--- src/rtl/snu_pkg.sv ---
package snu_pkg;
    localparam logic [2:0] OP_LDSC = 3'd0;
    localparam logic [2:0] OP_NORM = 3'd1;
    localparam logic [2:0] OP_SHL  = 3'd2;
    localparam logic [2:0] OP_ASR  = 3'd3;
    localparam logic [2:0] OP_LSR  = 3'd4;

    typedef enum logic [1:0] {
        S_IDLE,
        S_NORM,
        S_SHIFT,
        S_DONE
    } state_e;
endpackage

--- src/rtl/snu_step.sv ---
// One-position move of the link:AC:MQ chain for the selected operation.
module snu_step
    import snu_pkg::*;
#(
    parameter int W = 12
) (
    input  logic [2:0]   op,
    input  logic         lnk_i,
    input  logic [W-1:0] ac_i,
    input  logic [W-1:0] mq_i,
    output logic         lnk_o,
    output logic [W-1:0] ac_o,
    output logic [W-1:0] mq_o
);
    always_comb begin
        case (op)
            OP_NORM, OP_SHL: begin
                {lnk_o, ac_o, mq_o} = {ac_i, mq_i, 1'b0};
            end
            OP_ASR: begin
                lnk_o        = ac_i[W-1];
                {ac_o, mq_o} = {ac_i[W-1], ac_i, mq_i[W-1:1]};
            end
            OP_LSR: begin
                lnk_o        = 1'b0;
                {ac_o, mq_o} = {1'b0, ac_i, mq_i[W-1:1]};
            end
            default: begin
                lnk_o = lnk_i;
                ac_o  = ac_i;
                mq_o  = mq_i;
            end
        endcase
    end
endmodule

--- src/rtl/snu_norm_chk.sv ---
// Stop condition for normalize: top AC bits differ, or the shift cap is hit.
module snu_norm_chk #(
    parameter int W   = 12,
    parameter int SCW = 5
) (
    input  logic [1:0]     ac_top,
    input  logic [SCW-1:0] sc,
    output logic           stop
);
    localparam int CAP = 2*W - 1;

    always_comb begin
        stop = (ac_top[1] ^ ac_top[0]) || (sc == SCW'(CAP));
    end
endmodule

--- src/rtl/snu_ctrl.sv ---
// Sequencer: state register, next-state logic, control outputs, shift counter.
module snu_ctrl
    import snu_pkg::*;
#(
    parameter int SCW = 5
) (
    input  logic           clk,
    input  logic           rst_n,
    input  logic           start,
    input  logic [2:0]     op,
    input  logic [SCW-1:0] amount,
    input  logic           stop,
    output logic           load,
    output logic           shift_en,
    output logic           sc_ld,
    output logic           sc_clr,
    output logic           sc_inc,
    output logic [2:0]     op_q,
    output state_e         st,
    output logic           done
);
    localparam int CW = SCW + 1;

    state_e        st_n;
    logic [CW-1:0] cnt;

    always_ff @(posedge clk or negedge rst_n) begin
        if (!rst_n) st <= S_IDLE;
        else        st <= st_n;
    end

    always_comb begin
        st_n = st;
        unique case (st)
            S_IDLE: begin
                if (start) begin
                    if (op == OP_NORM)
                        st_n = S_NORM;
                    else if (op == OP_SHL || op == OP_ASR || op == OP_LSR)
                        st_n = S_SHIFT;
                    else
                        st_n = S_DONE;
                end
            end
            S_NORM:  if (stop) st_n = S_DONE;
            S_SHIFT: if (cnt == '0) st_n = S_DONE;
            S_DONE:  st_n = S_IDLE;
        endcase
    end

    always_comb begin
        load     = 1'b0;
        shift_en = 1'b0;
        sc_ld    = 1'b0;
        sc_clr   = 1'b0;
        sc_inc   = 1'b0;
        done     = 1'b0;
        unique case (st)
            S_IDLE: begin
                load   = start;
                sc_ld  = start && (op == OP_LDSC);
                sc_clr = start && (op == OP_NORM);
            end
            S_NORM: begin
                shift_en = !stop;
                sc_inc   = !stop;
            end
            S_SHIFT: shift_en = (cnt != '0);
            S_DONE:  done = 1'b1;
        endcase
    end

    always_ff @(posedge clk or negedge rst_n) begin
        if (!rst_n) begin
            cnt  <= '0;
            op_q <= OP_LDSC;
        end else if (load) begin
            cnt  <= {1'b0, amount} + CW'(1);
            op_q <= op;
        end else if (st == S_SHIFT && cnt != '0) begin
            cnt  <= cnt - CW'(1);
        end
    end
endmodule

--- src/rtl/shift_norm_unit.sv ---
module shift_norm_unit
    import snu_pkg::*;
#(
    parameter int W   = 12,
    parameter int SCW = 5
) (
    input  logic           clk,
    input  logic           rst_n,
    input  logic           start,
    input  logic [2:0]     op,
    input  logic [SCW-1:0] field,
    input  logic [W-1:0]   ac_in,
    input  logic [W-1:0]   mq_in,
    input  logic           lnk_in,
    output logic [W-1:0]   ac,
    output logic [W-1:0]   mq,
    output logic           lnk,
    output logic [SCW-1:0] sc,
    output logic           done
);
    logic         load, shift_en, sc_ld, sc_clr, sc_inc, stop;
    logic [2:0]   op_q;
    state_e       st;
    logic         lnk_n;
    logic [W-1:0] ac_n, mq_n;

    snu_ctrl #(.SCW(SCW)) u_ctrl (
        .clk      (clk),
        .rst_n    (rst_n),
        .start    (start),
        .op       (op),
        .amount   (field),
        .stop     (stop),
        .load     (load),
        .shift_en (shift_en),
        .sc_ld    (sc_ld),
        .sc_clr   (sc_clr),
        .sc_inc   (sc_inc),
        .op_q     (op_q),
        .st       (st),
        .done     (done)
    );

    snu_norm_chk #(.W(W), .SCW(SCW)) u_norm (
        .ac_top (ac[W-1:W-2]),
        .sc     (sc),
        .stop   (stop)
    );

    snu_step #(.W(W)) u_step (
        .op    (op_q),
        .lnk_i (lnk),
        .ac_i  (ac),
        .mq_i  (mq),
        .lnk_o (lnk_n),
        .ac_o  (ac_n),
        .mq_o  (mq_n)
    );

    always_ff @(posedge clk or negedge rst_n) begin
        if (!rst_n) begin
            ac  <= '0;
            mq  <= '0;
            lnk <= 1'b0;
        end else if (load) begin
            ac  <= ac_in;
            mq  <= mq_in;
            lnk <= lnk_in;
        end else if (shift_en) begin
            ac  <= ac_n;
            mq  <= mq_n;
            lnk <= lnk_n;
        end
    end

    always_ff @(posedge clk or negedge rst_n) begin
        if (!rst_n)      sc <= '0;
        else if (sc_ld)  sc <= ~field;
        else if (sc_clr) sc <= '0;
        else if (sc_inc) sc <= sc + SCW'(1);
    end
endmodule

--- config.mk ---
export PLATFORM = sky130hd
export DESIGN_NAME = shift_norm_unit
export DESIGN_NICKNAME = d
export VERILOG_FILES = /design/src/rtl/snu_pkg.sv /design/src/rtl/snu_step.sv /design/src/rtl/snu_norm_chk.sv /design/src/rtl/snu_ctrl.sv /design/src/rtl/shift_norm_unit.sv
export SDC_FILE = /design/constraint.sdc
export NUM_CORES = 1
export LEC_CHECK = 0
export BUFFER_PORTS_ARGS = -buffer_cell sky130_fd_sc_hd__clkbuf_2
export CAP_MARGIN = 20
export CORE_ASPECT_RATIO = 0.5
export CORE_MARGIN = 5
export CORE_UTILIZATION = 56
export CTS_BUF_LIST = sky130_fd_sc_hd__clkbuf_16
export DETAILED_ROUTE_END_ITERATION = 6
export PLACE_DENSITY_LB_ADDON = 0.1
export SLEW_MARGIN = 20
export SYNTH_ARGS = -nofsm -noshare
export SYNTH_HDL_FRONTEND = slang
export SYNTH_HIERARCHICAL = 1
export SYNTH_SLANG_ARGS = --single-unit
--- constraint.sdc ---
create_clock -name clk -period 2.45 [get_ports clk]
set_clock_uncertainty 0.05 [all_clocks]
set_input_delay 0.6125 -clock clk [delete_from_list [all_inputs] [get_ports clk]]
set_output_delay 0.6125 -clock clk [all_outputs]
set_load 0.03 [all_outputs]
==> flow_summary_export.csv <==
group,metric,value,unit
outcome,status,"finished clean",
final_layout,nets,478,
critical_path,max_stage_delay,0.35,ns
cts,hold_buffers,0,
timing,rsz0062_at_grt,"false",
final_layout,final-seq-area,1030,um2
power,clkPwrFrac,9.5,%
global_routing,grt_usage,21.6,%
drt,drt_iter0_markers,272,
floorplanning,core,6030,um2
placement,place.port_buffers,66,
cts,root_buffer,"clkbuf_16",
timing,slew_violations,0,
cts,postCtsResizedCells,0,
synthesis,synth_edf_count,0,
drt,vias,3098,
power,switching_share,49.5,%
placement,place.gp.congestion,0.831,
critical_path,cp_slowest_cell,"dfrtp_1",
placement,dpl.hpwl,5.53,mm
worst_hold_path,hold_path.class,"in -> async",
synthesis,yosys.area.top_type,"dfrtp_1",
global_routing,grt_pass1_vias,2902,
synthesis,async_reset_ff_share,100,%
floorplanning,die_y,65.6,um
cts,cts_tree,"yes",
final_layout,drive_gt1_share,25.6,%
synthesis,synth_area,3460,um2
synthesis,synth-seq-area-share,29.7,%
synthesis,ys.flop_type,"dfrtp_1",
critical_path,cp_max_fo,25,
critical_path,worstSetupStartpointType,"flop",
drt,routed_wirelength,8.34,mm
job,max_cap_viol_count,0,
synthesis,synth.distinct_cells,52,
drt,ant_nets,0,
power,power_frac_comb,66.3,%
cts,max-clock-path-buffers,2,
drt,routed_via_density,5.93,
global_routing,grt_max_degree,52,
global_routing,antenna_found_initial,0,
floorplanning,die_w,121,um
cts,insertion_delay,0.29,ns
final_layout,fillers,515,
cts,path_clk_slew,0.06,ns
power,seq_power_share,24.2,%
power,ir_drop,0.758,mV
critical_path,crit_chain,"inv_1, ha_1, nor2b_1, a21bo_2, a21boi_4, buf_12, mux2i_1, o21ai_1",
critical_path,critPathRequiredTime,2.56,ns
timing,min_period_over_period,83.0,%
power,p_int,3.47,mW
timing,slew_headroom,47.9,%
floorplanning,io_pins,67,
power,power.static_leakage,1.76,nW
critical_path,end_kind,"flop",
final_layout,multi_input_area,2130,um2
cts,cts_sinks,41,
placement,postPlaceCellArea,3800,um2
synthesis,yosys_warnings,6,
critical_path,path_class,"reg -> reg",
timing,clock.fmax,492,MHz
synthesis,avgSynthCellArea,9.15,um2
final_layout,diodes,0,
timing,fin_crit,2.03,ns
timing,hold_violations,0,
final_layout,post-route-util,65.4,%
timing,tns,0,ns
synthesis,synth_fp_nets,423,
timing,tightest_slew,0.779,ns
synthesis,ys_seq_elements,41,
drt,drc,0,
power,netSwitchingPower,3.40,mW
global_routing,grt_remaining_overflow,0,
power,p_per_area,1740,nW/um2
synthesis,synth_cells,378,
global_routing,grt_pass1_wl,14.0,mm
floorplanning,rows,20,
critical_path,cp.arrival,2.14,ns
final_layout,fin_area,3940,um2
timing,setup_viol,0,
cts,numCtsBuffers,5,
cts,cts_max_level,2,
synthesis,synth.area.top_cells,"dfrtp_1 30%, mux2i_1 17%, a2bb2oi_1 4.8%",
synthesis,synth_top_area_share,29.7,%
floorplanning,dieArea,7950,um2
final_layout,area_growth,13.9,%
drt,post_drt_wl_per_cell,16.0,um
floorplanning,start_util,57.4,%
cts,cts_setup_buffers,0,
drt,first_pass_iters,5,
==> per-layer routing <==
layer  GRT usage (%)  share of wire, %  up-vias
met4            5.03               1.0        0
met3            4.82               5.4       11
met2            36.5                47       92
met5               0                 0        -
met1            28.6                47     1472
li1                -                 -     1523
==> cells by family after synthesis <==
family	after synthesis	synth area share (%)
xor gates and xnor gates	9	2.28
muxes	64	18.7
DFF	41	29.7
adders and majority gates	9	3.26
buffers and inverters	55	9.04
AOI/OAI and AO/OA	113	23.9
and+or+nand+nor	87	13.2
==> through the flow <==
stage                     hold WS [ns]  setup WS (ns)  std cells  power, mW
final                            0.346          0.415        522       6.86
after global routing             0.406          0.268        522       7.41
after CTS                        0.370          0.414        522       6.85
after detailed placement         0.504          0.458        514       6.17
after global placement           0.503          0.486        514       6.03
after floorplan                  0.267          0.519        378       5.34
==> cell type report <==
type,instances,area share [%]
timing repair buffer,76,10.9
inverter,27,2.57
sequential,41,26.1
multi-input combinational,282,54.1
tap,88,2.79
clock inverter,3,0.349
clock buffer,5,3.17
==> cells in the final DEF, fill, tap and decap left out, types with 3 or more instances in the layout <==
master	synthesis	routed
a2bb2oi_1	19	19
ha_1	9	9
o22ai_1	5	5
buf_4	5	8
mux2_2	6	6
nor2b_1	4	4
clkbuf_16	0	5
xnor2_1	5	5
xor2_1	4	4
o221a_1	10	10
clkbuf_2	0	66
nand2_1	31	31
nand4_1	4	4
a21oi_1	23	23
nand2b_1	3	3
o21ai_1	22	22
mux2i_1	58	58
o221a_2	9	9
dfrtp_1	41	39
o21ai_0	10	10
nor2_1	5	5
nor3_1	22	22
nand3_1	4	4
inv_1	27	28
==> cell usage after synthesis, drive strengths merged, types with 3 or more instances <==
cell     instances
mux2i           58
nand3            4
a211oi           3
clkbuf           7
dfrtp           41
xnor2            5
mux2             6
inv             27
o21ai           32
xor2             4
a21oi           24
o221a           19
ha               9
nor3            23
nor2             6
a2bb2oi         19
nand2           32
nand2b           3
nand4            4
nor2b            5
buf             21
o22ai            5
==> worst paths after layout <==
kind,startpoint,endpoint,slack [ns],depth (start not counted)
setup / recovery,u_ctrl/cnt[0]$_DFFE_PN0P_,ac[6]$_DFFE_PN0P_,0.42,8
hold / removal,rst_n,mq[6]$_DFFE_PN0P_,0.35,2
setup reg to reg,u_ctrl/cnt[0]$_DFFE_PN0P_,ac[6]$_DFFE_PN0P_,0.42,8
hold reg to reg,u_ctrl/cnt[5]$_DFFE_PN0P_,u_ctrl/cnt[5]$_DFFE_PN0P_,0.52,1
max in group asynchronous,rst_n,u_ctrl/op_q[2]$_DFFE_PN0P_,1.59,2
min in group clk,mq_in[4],mq[4]$_DFFE_PN0P_,0.48,3
==> power groups by stage <==
stage	sequential (mW)	clock [mW]	combinational [mW]
after global placement	1.63	0	4.40
after detailed placement	1.66	0	4.52
after floorplan	2.00	0	3.33
after global routing	1.74	0.689	4.99
after CTS	1.65	0.665	4.54
final	1.66	0.654	4.55
==> sequential cells by signal (all words and copies together), names as in the netlist <==
register     cells
lnk              1
u_ctrl/op_q      3
u_ctrl/st        2
ac              12
u_ctrl/cnt       6
sc               5
mq              12
==> critical path: cells and delay by family (launching register included) <==
kind                       cells  cell delay, ns
AOI/OAI and AO/OA              3            0.52
DFF                            1            0.35
buffers and inverters          2            0.32
muxes                          1            0.24
adders and majority gates      1            0.23
and+or+nand+nor                1            0.18
(Power assumes the default switching activity.)
